## config.mk

```make
export PLATFORM = sky130hd
export DESIGN_NAME = frame_flywheel
export DESIGN_NICKNAME = d
export VERILOG_FILES = /design/src/rtl/fsf_pkg.sv /design/src/rtl/fsf_strobe_sampler.sv /design/src/rtl/fsf_flywheel.sv /design/src/rtl/fsf_cofa_ctrl.sv /design/src/rtl/frame_flywheel.sv
export SDC_FILE = /design/constraint.sdc
export NUM_CORES = 1
export LEC_CHECK = 0
export CAP_MARGIN = 25
export CORE_MARGIN = 4
export CORE_UTILIZATION = 61
export DETAILED_ROUTE_END_ITERATION = 16
export PLACE_DENSITY = 0.86
export SLEW_MARGIN = 40
export SYNTH_ARGS = -nofsm -noshare
export SYNTH_HDL_FRONTEND = slang
export SYNTH_SLANG_ARGS = --single-unit
```

## constraint.sdc

```tcl
create_clock -name clk_i -period 4.63 [get_ports clk_i]
set_input_delay 0.926 -clock clk_i [delete_from_list [all_inputs] [get_ports clk_i]]
set_output_delay 0.926 -clock clk_i [all_outputs]
set_load 0.05 [all_outputs]
```

## src/rtl/fsf_pkg.sv

```systemverilog
`timescale 1ns/1ps
package fsf_pkg;
  localparam int DEF_MAX_SLOTS   = 128;
  localparam int DEF_SLOT_BITS   = 8;
  localparam int DEF_HOLD_FRAMES = 2;
  localparam int N_DIR           = 2;

  typedef struct packed {
    logic evt;   // alignment change or missing first strobe
    logic roll;  // natural frame wrap while locked
  } fw_evt_t;
endpackage

```

## src/rtl/fsf_strobe_sampler.sv

```systemverilog
`timescale 1ns/1ps
module fsf_strobe_sampler (
  input  logic clk_i,
  input  logic rst_ni,
  input  logic strb_i,
  input  logic fall_sel_i,
  output logic smp_o,
  output logic rise_o
);
  logic neg_q, smp_q, prev_q;

  always_ff @(negedge clk_i or negedge rst_ni) begin
    if (!rst_ni) neg_q <= 1'b0;
    else         neg_q <= strb_i;
  end

  always_ff @(posedge clk_i or negedge rst_ni) begin
    if (!rst_ni) begin
      smp_q  <= 1'b0;
      prev_q <= 1'b0;
    end else begin
      smp_q  <= fall_sel_i ? neg_q : strb_i;
      prev_q <= smp_q;
    end
  end

  assign smp_o  = smp_q;
  assign rise_o = smp_q & ~prev_q;

  assert_rise_single_R11: assert property (@(posedge clk_i) disable iff (!rst_ni)
    rise_o |=> !rise_o);
endmodule

```

## src/rtl/fsf_flywheel.sv

```systemverilog
`timescale 1ns/1ps
module fsf_flywheel
  import fsf_pkg::*;
#(
  parameter int MAX_SLOTS = DEF_MAX_SLOTS,
  parameter int SLOT_BITS = DEF_SLOT_BITS,
  localparam int SLOT_W   = $clog2(MAX_SLOTS),
  localparam int BIT_W    = $clog2(SLOT_BITS)
) (
  input  logic              clk_i,
  input  logic              rst_ni,
  input  logic              run_i,
  input  logic [SLOT_W-1:0] slots_m1_i,
  input  logic              smp_i,
  output logic [SLOT_W-1:0] slot_o,
  output logic [BIT_W-1:0]  bit_o,
  output logic              fs_o,
  output fw_evt_t           ev_o
);
  localparam int LEN_W = $clog2(MAX_SLOTS * SLOT_BITS + 1);
  localparam logic [BIT_W-1:0] BIT_LAST = BIT_W'(SLOT_BITS - 1);

  logic [SLOT_W-1:0] slot_q;
  logic [BIT_W-1:0]  bit_q;
  logic [LEN_W-1:0]  tmo_q, len_m1;
  logic              fs_q, locked_q, wrap, misalign, miss;

  assign len_m1 = LEN_W'((int'(slots_m1_i) + 1) * SLOT_BITS - 1);

  always_comb begin
    wrap      = (bit_q == BIT_LAST) && (slot_q == slots_m1_i);
    misalign  = run_i && locked_q && smp_i && !wrap;
    miss      = run_i && !locked_q && !smp_i && (tmo_q == len_m1);
    ev_o.evt  = misalign | miss;
    ev_o.roll = run_i && locked_q && wrap;
  end

  always_ff @(posedge clk_i or negedge rst_ni) begin
    if (!rst_ni) begin
      slot_q   <= '0;
      bit_q    <= '0;
      fs_q     <= 1'b0;
      locked_q <= 1'b0;
      tmo_q    <= '0;
    end else if (run_i) begin
      if (smp_i) begin
        locked_q <= 1'b1;
        slot_q   <= '0;
        bit_q    <= '0;
        fs_q     <= 1'b1;
        tmo_q    <= '0;
      end else if (!locked_q) begin
        fs_q  <= 1'b0;
        tmo_q <= miss ? '0 : tmo_q + 1'b1;
      end else begin
        fs_q <= wrap;
        if (bit_q == BIT_LAST) begin
          bit_q  <= '0;
          slot_q <= (slot_q == slots_m1_i) ? '0 : slot_q + 1'b1;
        end else begin
          bit_q <= bit_q + 1'b1;
        end
      end
    end
  end

  assign slot_o = slot_q;
  assign bit_o  = bit_q;
  assign fs_o   = fs_q;

  assert_fs_at_origin_R2: assert property (@(posedge clk_i) disable iff (!rst_ni)
    fs_q |-> (bit_q == '0 && slot_q == '0));
  assert_slot_in_frame_R3: assert property (@(posedge clk_i) disable iff (!rst_ni)
    slot_q <= slots_m1_i);
  assert_lock_kept_R3: assert property (@(posedge clk_i) disable iff (!rst_ni)
    locked_q |=> locked_q);
  assert_idle_until_lock_R1: assert property (@(posedge clk_i) disable iff (!rst_ni)
    !locked_q |-> (bit_q == '0 && slot_q == '0));
endmodule

```

## src/rtl/fsf_cofa_ctrl.sv

```systemverilog
`timescale 1ns/1ps
module fsf_cofa_ctrl
  import fsf_pkg::*;
#(
  parameter int HOLD_FRAMES = DEF_HOLD_FRAMES,
  parameter int NDIR        = N_DIR
) (
  input  logic            clk_i,
  input  logic            rst_ni,
  input  fw_evt_t         ev_i,
  input  logic            rise_i,
  input  logic [NDIR-1:0] irq_en_i,
  output logic [NDIR-1:0] cofa_o,
  output logic [NDIR-1:0] irq_o
);
  localparam int CNT_W = $clog2(HOLD_FRAMES + 1);

  logic             cofa_q, irq_trig;
  logic [CNT_W-1:0] clean_q;
  logic [NDIR-1:0]  irq_q;

  assign irq_trig = (ev_i.evt & ~cofa_q) | (cofa_q & rise_i);

  always_ff @(posedge clk_i or negedge rst_ni) begin
    if (!rst_ni) begin
      cofa_q  <= 1'b0;
      clean_q <= '0;
      irq_q   <= '0;
    end else begin
      irq_q <= {NDIR{irq_trig}} & irq_en_i;
      if (ev_i.evt) begin
        cofa_q  <= 1'b1;
        clean_q <= '0;
      end else if (cofa_q && ev_i.roll) begin
        if (clean_q == CNT_W'(HOLD_FRAMES - 1)) begin
          cofa_q  <= 1'b0;
          clean_q <= '0;
        end else begin
          clean_q <= clean_q + 1'b1;
        end
      end
    end
  end

  assign cofa_o = {NDIR{cofa_q}};
  assign irq_o  = irq_q;

  assert_evt_sets_flag_R5: assert property (@(posedge clk_i) disable iff (!rst_ni)
    ev_i.evt |=> cofa_q);
  assert_clear_on_wrap_R7: assert property (@(posedge clk_i) disable iff (!rst_ni)
    $fell(cofa_q) |-> ($past(ev_i.roll) && !$past(ev_i.evt)));

  for (genvar d = 0; d < NDIR; d++) begin : g_dir
    assert_irq_has_cause_R8: assert property (@(posedge clk_i) disable iff (!rst_ni)
      irq_q[d] |-> (cofa_q || $past(cofa_q)));
    assert_irq_pulse_R9: assert property (@(posedge clk_i) disable iff (!rst_ni)
      (irq_q[d] && !rise_i && !ev_i.evt) |=> !irq_q[d]);
  end
endmodule

```

## src/rtl/frame_flywheel.sv

```systemverilog
`timescale 1ns/1ps
module frame_flywheel
  import fsf_pkg::*;
#(
  parameter int MAX_SLOTS   = DEF_MAX_SLOTS,
  parameter int SLOT_BITS   = DEF_SLOT_BITS,
  parameter int HOLD_FRAMES = DEF_HOLD_FRAMES,
  localparam int SLOT_W     = $clog2(MAX_SLOTS),
  localparam int BIT_W      = $clog2(SLOT_BITS)
) (
  input  logic              clk_i,
  input  logic              rst_ni,
  input  logic              strb_i,
  input  logic              fall_sel_i,
  input  logic [SLOT_W-1:0] slots_m1_i,
  input  logic              rx_irq_en_i,
  input  logic              tx_irq_en_i,
  output logic [SLOT_W-1:0] slot_idx_o,
  output logic [BIT_W-1:0]  bit_idx_o,
  output logic              frame_start_o,
  output logic              cofa_rx_o,
  output logic              cofa_tx_o,
  output logic              irq_rx_o,
  output logic              irq_tx_o
);
  logic              cfg_ok_q, fall_q;
  logic [SLOT_W-1:0] slots_q;
  logic              smp, rise;
  fw_evt_t           ev;
  logic [N_DIR-1:0]  cofa, irq;

  // configuration captured once per reset
  always_ff @(posedge clk_i or negedge rst_ni) begin
    if (!rst_ni) begin
      cfg_ok_q <= 1'b0;
      fall_q   <= 1'b0;
      slots_q  <= '0;
    end else if (!cfg_ok_q) begin
      cfg_ok_q <= 1'b1;
      fall_q   <= fall_sel_i;
      slots_q  <= slots_m1_i;
    end
  end

  fsf_strobe_sampler u_smp (
    .clk_i      (clk_i),
    .rst_ni     (rst_ni),
    .strb_i     (strb_i),
    .fall_sel_i (fall_q),
    .smp_o      (smp),
    .rise_o     (rise)
  );

  fsf_flywheel #(
    .MAX_SLOTS (MAX_SLOTS),
    .SLOT_BITS (SLOT_BITS)
  ) u_fw (
    .clk_i      (clk_i),
    .rst_ni     (rst_ni),
    .run_i      (cfg_ok_q),
    .slots_m1_i (slots_q),
    .smp_i      (smp),
    .slot_o     (slot_idx_o),
    .bit_o      (bit_idx_o),
    .fs_o       (frame_start_o),
    .ev_o       (ev)
  );

  fsf_cofa_ctrl #(
    .HOLD_FRAMES (HOLD_FRAMES),
    .NDIR        (N_DIR)
  ) u_cofa (
    .clk_i    (clk_i),
    .rst_ni   (rst_ni),
    .ev_i     (ev),
    .rise_i   (rise & cfg_ok_q),
    .irq_en_i ({tx_irq_en_i, rx_irq_en_i}),
    .cofa_o   (cofa),
    .irq_o    (irq)
  );

  assign cofa_rx_o = cofa[0];
  assign cofa_tx_o = cofa[1];
  assign irq_rx_o  = irq[0];
  assign irq_tx_o  = irq[1];

  assert_cfg_frozen_R10: assert property (@(posedge clk_i) disable iff (!rst_ni)
    cfg_ok_q |=> ($stable(slots_q) && $stable(fall_q)));
  assert_dirs_agree_R5: assert property (@(posedge clk_i) disable iff (!rst_ni)
    cofa_rx_o == cofa_tx_o);
endmodule

```

==> flow_metrics.py, run 1 <==
metrics = {
    "status": {
        "status": "finished, final reports clean",
    },
    "sta": {
        "tightest_slew_ps": 817.1,
        "skew_ps": 4.360,
        "relSlewSlack": 0.4553,
        "setup_slack_ps": 1118,
        "rsz0062_at_grt": "false",
        "hold_violations": 0,
        "slew_violations": 0,
        "finalSetupViolCount": 0,
        "finalSetupTns_ps": 0,
    },
    "worst_setup_path": {
        "cpLargestDelayFamily": "buffers and inverters",
        "path_cells": "clkdlybuf4s50_1",
        "critPathMaxStageDelay_ps": 410,
        "cp-start-kind": "input port",
        "criticalPathCategory": "input port to register",
        "cp-end-kind": "register",
        "reg2reg_from": "u_smp.neg_q",
        "cp.depth": 1,
        "crit_fanout": 2,
        "reg2reg_depth": 1,
        "critPathLaunch": "strb_i",
        "cp.arrival_ps": 1340,
        "cp.required_ps": 2460,
        "rr_endpoint": "u_smp.smp_o",
        "crit_slowest_cell": "clkdlybuf4s50_1",
        "cp_num_buf_inv": 1,
        "rrSetupSlack_ps": 1620,
    },
    "floorplanning": {
        "die_x_um": 72.12,
        "die_area_um2": 5201,
        "ios": 28,
        "start_util": 0.6268,
        "core_um2": 4000,
        "fp.dieH_um": 72.12,
        "rows": 23,
    },
    "cts": {
        "cts_setup_buffers": 0,
        "cts_hold_buf": 0,
        "cts.sinks": 40,
        "clock_path_buffers": 2,
        "clock_latency_ps": 290,
        "cts_root_buf": "clkbuf_8",
        "cts_resized": 0,
        "h-tree-depth": 2,
        "cts_tree": "done",
        "clk_pin_slew_ps": 80,
        "numCtsBuffers": 5,
    },
    "finish": {
        "nFillCells": 267,
        "multiInputGateArea_um2": 1398,
        "regArea_um2": 1001,
        "post_route_cells_drive_above_1_share": 0.1014,
        "antenna-diode-count": 0,
        "layout.nets": 304,
        "syn2layout_area_growth_pct": 14.67,
    },
    "routing": {
        "totalWireLength_um": 5650,
        "viasPerCell": 6.339,
        "vias": 2130,
        "drt_pass1_iterations": 5,
        "ant_nets": 0,
        "drc": 0,
        "wl_per_cell_um": 16.82,
        "drt_iter0_markers": 163,
    },
    "synth": {
        "yosysWarnings": 0,
        "syn_area_per_cell_um2": 9.391,
        "synthTopCellsByCount": "39 x dfrtp_1, 26 x nand2_1, 21 x o21ai_0, 16 x nor2_1, 14 x xor2_1",
        "syn_area_um2": 2507,
        "syn_nets": 286,
        "yosys.area.top_type_share": 0.3892,
        "yosys.area.top_type": "dfrtp_1",
        "synth_top_flop_cell": "dfrtp_1",
        "syn_inst": 267,
        "synth.yosys.seq_area_share": 0.3992,
        "async_flop_share": 1.000,
        "yosysMostFrequentCell": "dfrtp_1",
        "ys_top_cells_by_area": "dfrtp_1 39%, xor2_1 4.9%, o21ai_0 4.2%, mux2_2 4.0%, nand2_1 3.9%",
        "synth_edf_count": 0,
        "synth.distinct_cells": 54,
        "ys_ff_latch": 40,
    },
    "global_route": {
        "grt_pass1_wl_um": 9763,
        "grt_pass1_vias": 2102,
        "antenna_found_initial": 0,
        "grt_use_total": 0.2374,
        "grt_max_degree": 40,
        "grt-ovfl-total": 0,
    },
    "power_and_ir_drop": {
        "peakVddDrop_uv": 254.8,
        "power.density_nw_per_um2": 330.4,
        "leakagePower_nw": 1.297,
    },
    "flow_run": {
        "drv_cap": 0,
    },
    "placement": {
        "dp_slack_ps": 802.0,
        "hpwl_um": 3835,
        "io_buffers": 27,
        "place_congestion": 0.8747,
    },
    "worst_hold_path": {
        "hp-start": "u_fw.fs_o",
        "whs_endpoint": "u_fw.fs_o",
        "hold_path_depth": 1,
        "holdCritPathClass": "register to register",
    },
}
## report_power, final
part	total, mW	internal [mW]	switching [mW]	leakage (nW)
sequential	0.429	0.375	0.0543	0.514
clock	0.315	0.190	0.124	0.0645
combinational	0.206	0.0882	0.118	0.719
## metal layers
metal | vias to the layer above | routed length [µm] | track usage | share of wire
met5 | - | 0 | 0 | 0
met4 | 0 | 91 | 0.07933 | 0.016
met3 | 10 | 256 | 0.05679 | 0.045
met2 | 66 | 2825 | 0.3802 | 0.50
met1 | 1052 | 2477 | 0.3168 | 0.44
li1 | 1002 | - | - | -
## how the worst max path moves through the flow
stage             endpoint  slack, ps
2_1_floorplan  u_smp.neg_q       1240
3_3_place_gp   u_smp.neg_q        810
3_5_place_dp   u_smp.neg_q        800
4_1_cts        u_smp.neg_q       1110
5_1_grt        u_smp.neg_q       1120
6_report       u_smp.neg_q       1120
## cell type report
class | count | area share
inverters | 4 | 0.005222
clock inverters | 1 | 0.01044
flip-flops and latches | 40 | 0.3481
multi-input cells | 206 | 0.4861
clock buffers | 7 | 0.03351
repair buffers | 28 | 0.09487
well taps | 50 | 0.02176
## flip-flops by register name, summed over array words and instances, names as in the netlist, 2 cells and up
register        flops
u_cofa.irq_o        2
slots_q             7
u_fw.bit_o          3
u_fw.tmo_q         11
u_fw.slot_o         7
u_cofa.clean_q      2
## logic make-up after synthesis
| family | synth area share |
|---|---|
| buffers and inverters | 0.04341 |
| DFF | 0.3992 |
| muxes | 0.04840 |
| AOI/OAI and AO/OA | 0.1327 |
| and+or+nand+nor | 0.2715 |
| other | 0.001496 |
| adders and majority gates | 0.02994 |
| xor gates and xnor gates | 0.07335 |
## cells in the final DEF (no fill, tap or decap), types with 4 or more instances in the layout
master           Yosys  final
nand3_1              7      7
nand2_1             26     26
xor2_1              14     14
and4b_1              5      5
nand4_1              6      6
a21oi_1              8      8
dfrtp_1             39     39
o21ai_0             21     21
ha_1                 6      6
nand3b_1             4      4
nor2_1              16     16
clkdlybuf4s50_1      0     26
xnor2_1              7      7
nor3b_1              8      8
mux2_2               9      9
nor3_1               8      8
nand2b_1             5      5
clkbuf_8             0      7
and3_1               9      9
o2bb2ai_1            4      4
## stage by stage
step,power (mW),hold WS [ps],utilization,instances,area [µm²]
3_5_place_dp,0.6388,505.0,0.6872,328,2749
6_report,0.9501,518.1,0.7188,336,2875
5_1_grt,0.9890,539.4,0.7188,336,2875
2_1_floorplan,0.5712,351.9,-,267,2507
3_3_place_gp,0.6315,472.7,0.6872,328,2749
4_1_cts,0.9508,519.0,0.7188,336,2875
No activity file was read; power rests on OpenSTA's default activity.
==> run 2: changes to the inputs <==
- CORE_UTILIZATION: 61 -> 51
- PLACE_DENSITY: 0.86 -> 0.76
- clock period: 4.63 -> 2.86 ns (I/O delays scaled with it)
==> run 2 against run 1 <==
Net effect: routed wire length is 0.21% higher; register-to-register slack got worse by 1300 ps; global-route usage decreased by 4.2 points; sequential power up 59%; critical path type is now register to register; critical endpoint is now u_cofa.irq_o[1]; largest cell class unchanged.
==> flow_metrics.py, run 2 (synthesis results as in run 1) <==
metrics = {
    "cts": {
        "numCtsBuffers": 5,
        "cts_tree": "done",
        "cts_resized": 0,
        "clock_latency_ps": 290,
        "cts.sinks": 40,
        "clk_pin_slew_ps": 90,
        "cts_root_buf": "clkbuf_8",
        "h-tree-depth": 2,
        "cts_setup_buffers": 0,
        "cts_hold_buf": 0,
        "clock_path_buffers": 2,
    },
    "worst_setup_path": {
        "cp-start-kind": "register",
        "reg2reg_from": "slots_q[1]",
        "cp.required_ps": 3050,
        "cp-end-kind": "register",
        "crit_fanout": 11,
        "reg2reg_depth": 8,
        "criticalPathCategory": "register to register",
        "cp.arrival_ps": 2720,
        "critPathLaunch": "slots_q[1]",
    },
    "routing": {
        "vias": 2038,
        "totalWireLength_um": 5662,
        "drt_iter0_markers": 131,
        "drc": 0,
        "viasPerCell": 5.741,
        "wl_per_cell_um": 15.95,
        "drt_pass1_iterations": 4,
        "ant_nets": 0,
    },
    "finish": {
        "final_common_cell": "dfrtp_1",
        "mostFrequentLayoutCells": "39 x dfrtp_1, 26 x nand2_1, 26 x clkdlybuf4s50_1",
        "syn2layout_area_growth_pct": 15.67,
        "antenna-diode-count": 0,
        "layout.nets": 306,
        "regMostFlops": "u_fw.tmo_q",
        "post_route_cells_drive_above_1_share": 0.1076,
        "design_area_um2": 2900,
        "largest_register_ff_count": 11,
    },
    "placement": {
        "io_buffers": 27,
        "placed_cell_area_um2": 2785,
        "hpwl_um": 3986,
        "place_congestion": 0.8504,
    },
    "floorplanning": {
        "rows": 25,
        "die_area_um2": 6102,
        "die_x_um": 78.12,
        "ios": 28,
        "fp.dieH_um": 78.12,
        "core_um2": 4755,
        "start_util": 0.5274,
    },
    "power_and_ir_drop": {
        "peakVddDrop_uv": 444.2,
        "power.density_nw_per_um2": 521.7,
        "leakagePower_nw": 1.297,
    },
    "sta": {
        "post-route-period-util": 0.8843,
        "slew_violations": 0,
        "finalSetupTns_ps": 0,
        "relSlewSlack": 0.6597,
        "rsz0062_at_grt": "false",
        "finalSetupViolCount": 0,
        "skew_ps": 7.978,
        "fmaxAchievable_mhz": 395.4,
        "hold_violations": 0,
        "tightest_slew_ps": 508.9,
        "post-route-min-period_ps": 2529,
    },
    "global_route": {
        "antenna_found_initial": 0,
        "grt_pass1_wl_um": 9735,
        "grt_max_degree": 40,
        "grt_use_total": 0.1950,
        "grt_pass1_vias": 2079,
        "grt-ovfl-total": 0,
    },
    "flow_run": {
        "drv_cap": 0,
    },
    "worst_hold_path": {
        "holdCritPathClass": "input port to async pin",
    },
    "status": {
        "status": "finished, final reports clean",
    },
}
[run 2: changes by cell type in the layout (fill, tap and decap cells not counted), sizes merged]
cell      delta
clkinvlp     +1
clkbuf       -2
buf          +2
inv          +1
[run 2: per-stage QoR]
stage | hold WS, ps | instances | total power, mW | setup WS [ps] | utilization
2_1_floorplan | 276.4 | 267 | 0.9247 | 671.2 | -
3_3_place_gp | 469.7 | 347 | 1.029 | 280.1 | 0.5858
3_5_place_dp | 472.0 | 347 | 1.043 | 264.0 | 0.5858
4_1_cts | 453.7 | 355 | 1.528 | 361.7 | 0.6100
5_1_grt | 474.2 | 355 | 1.593 | 147.5 | 0.6100
6_report | 411.2 | 355 | 1.513 | 330.9 | 0.6100
[run 2: report_power, final]
part | internal (mW) | switching [mW] | total, mW | leakage [nW]
logic | 0.146 | 0.202 | 0.348 | 0.729
registers | 0.607 | 0.0755 | 0.683 | 0.514
clock network | 0.263 | 0.219 | 0.482 | 0.0548
[run 2: path summary, 6_finish.rpt]
path | endpoint | slack, ps
setup / recovery | u_cofa.irq_o[1] | 330
hold / removal | slots_q[5] | 410
setup reg to reg | u_cofa.irq_o[1] | 330
hold reg to reg | u_fw.fs_o | 500
max in group asynchronous | u_smp.neg_q | 1320
min in group clk_i | u_fw.fs_o | 500
[run 2: layer usage]
metal  GRT usage  wire length (µm)
met2      0.3074              2675
met3     0.03440               166
met5           0                 0
met1      0.2726              2763
met4     0.06294                57
[run 2: worst max-delay path: stages, from the launching register on]
cell and delay, ps:
dfrtp_1 560, ha_1 360, and2_1 240, a21oi_2 100, nor4bb_1 360, o21ai_0 240, nand4b_4 220, nand2_2 130
o211a_1 220
[run 2: area by class of cell]
cell class	count	area (µm²)
fillers	428	1854
multi-input cells	206	1398
flip-flops and latches	40	1001
repair buffers	30	287.8
well taps	67	83.83
clock buffers	5	68.82
clock inverters	3	46.29
inverters	4	15.01
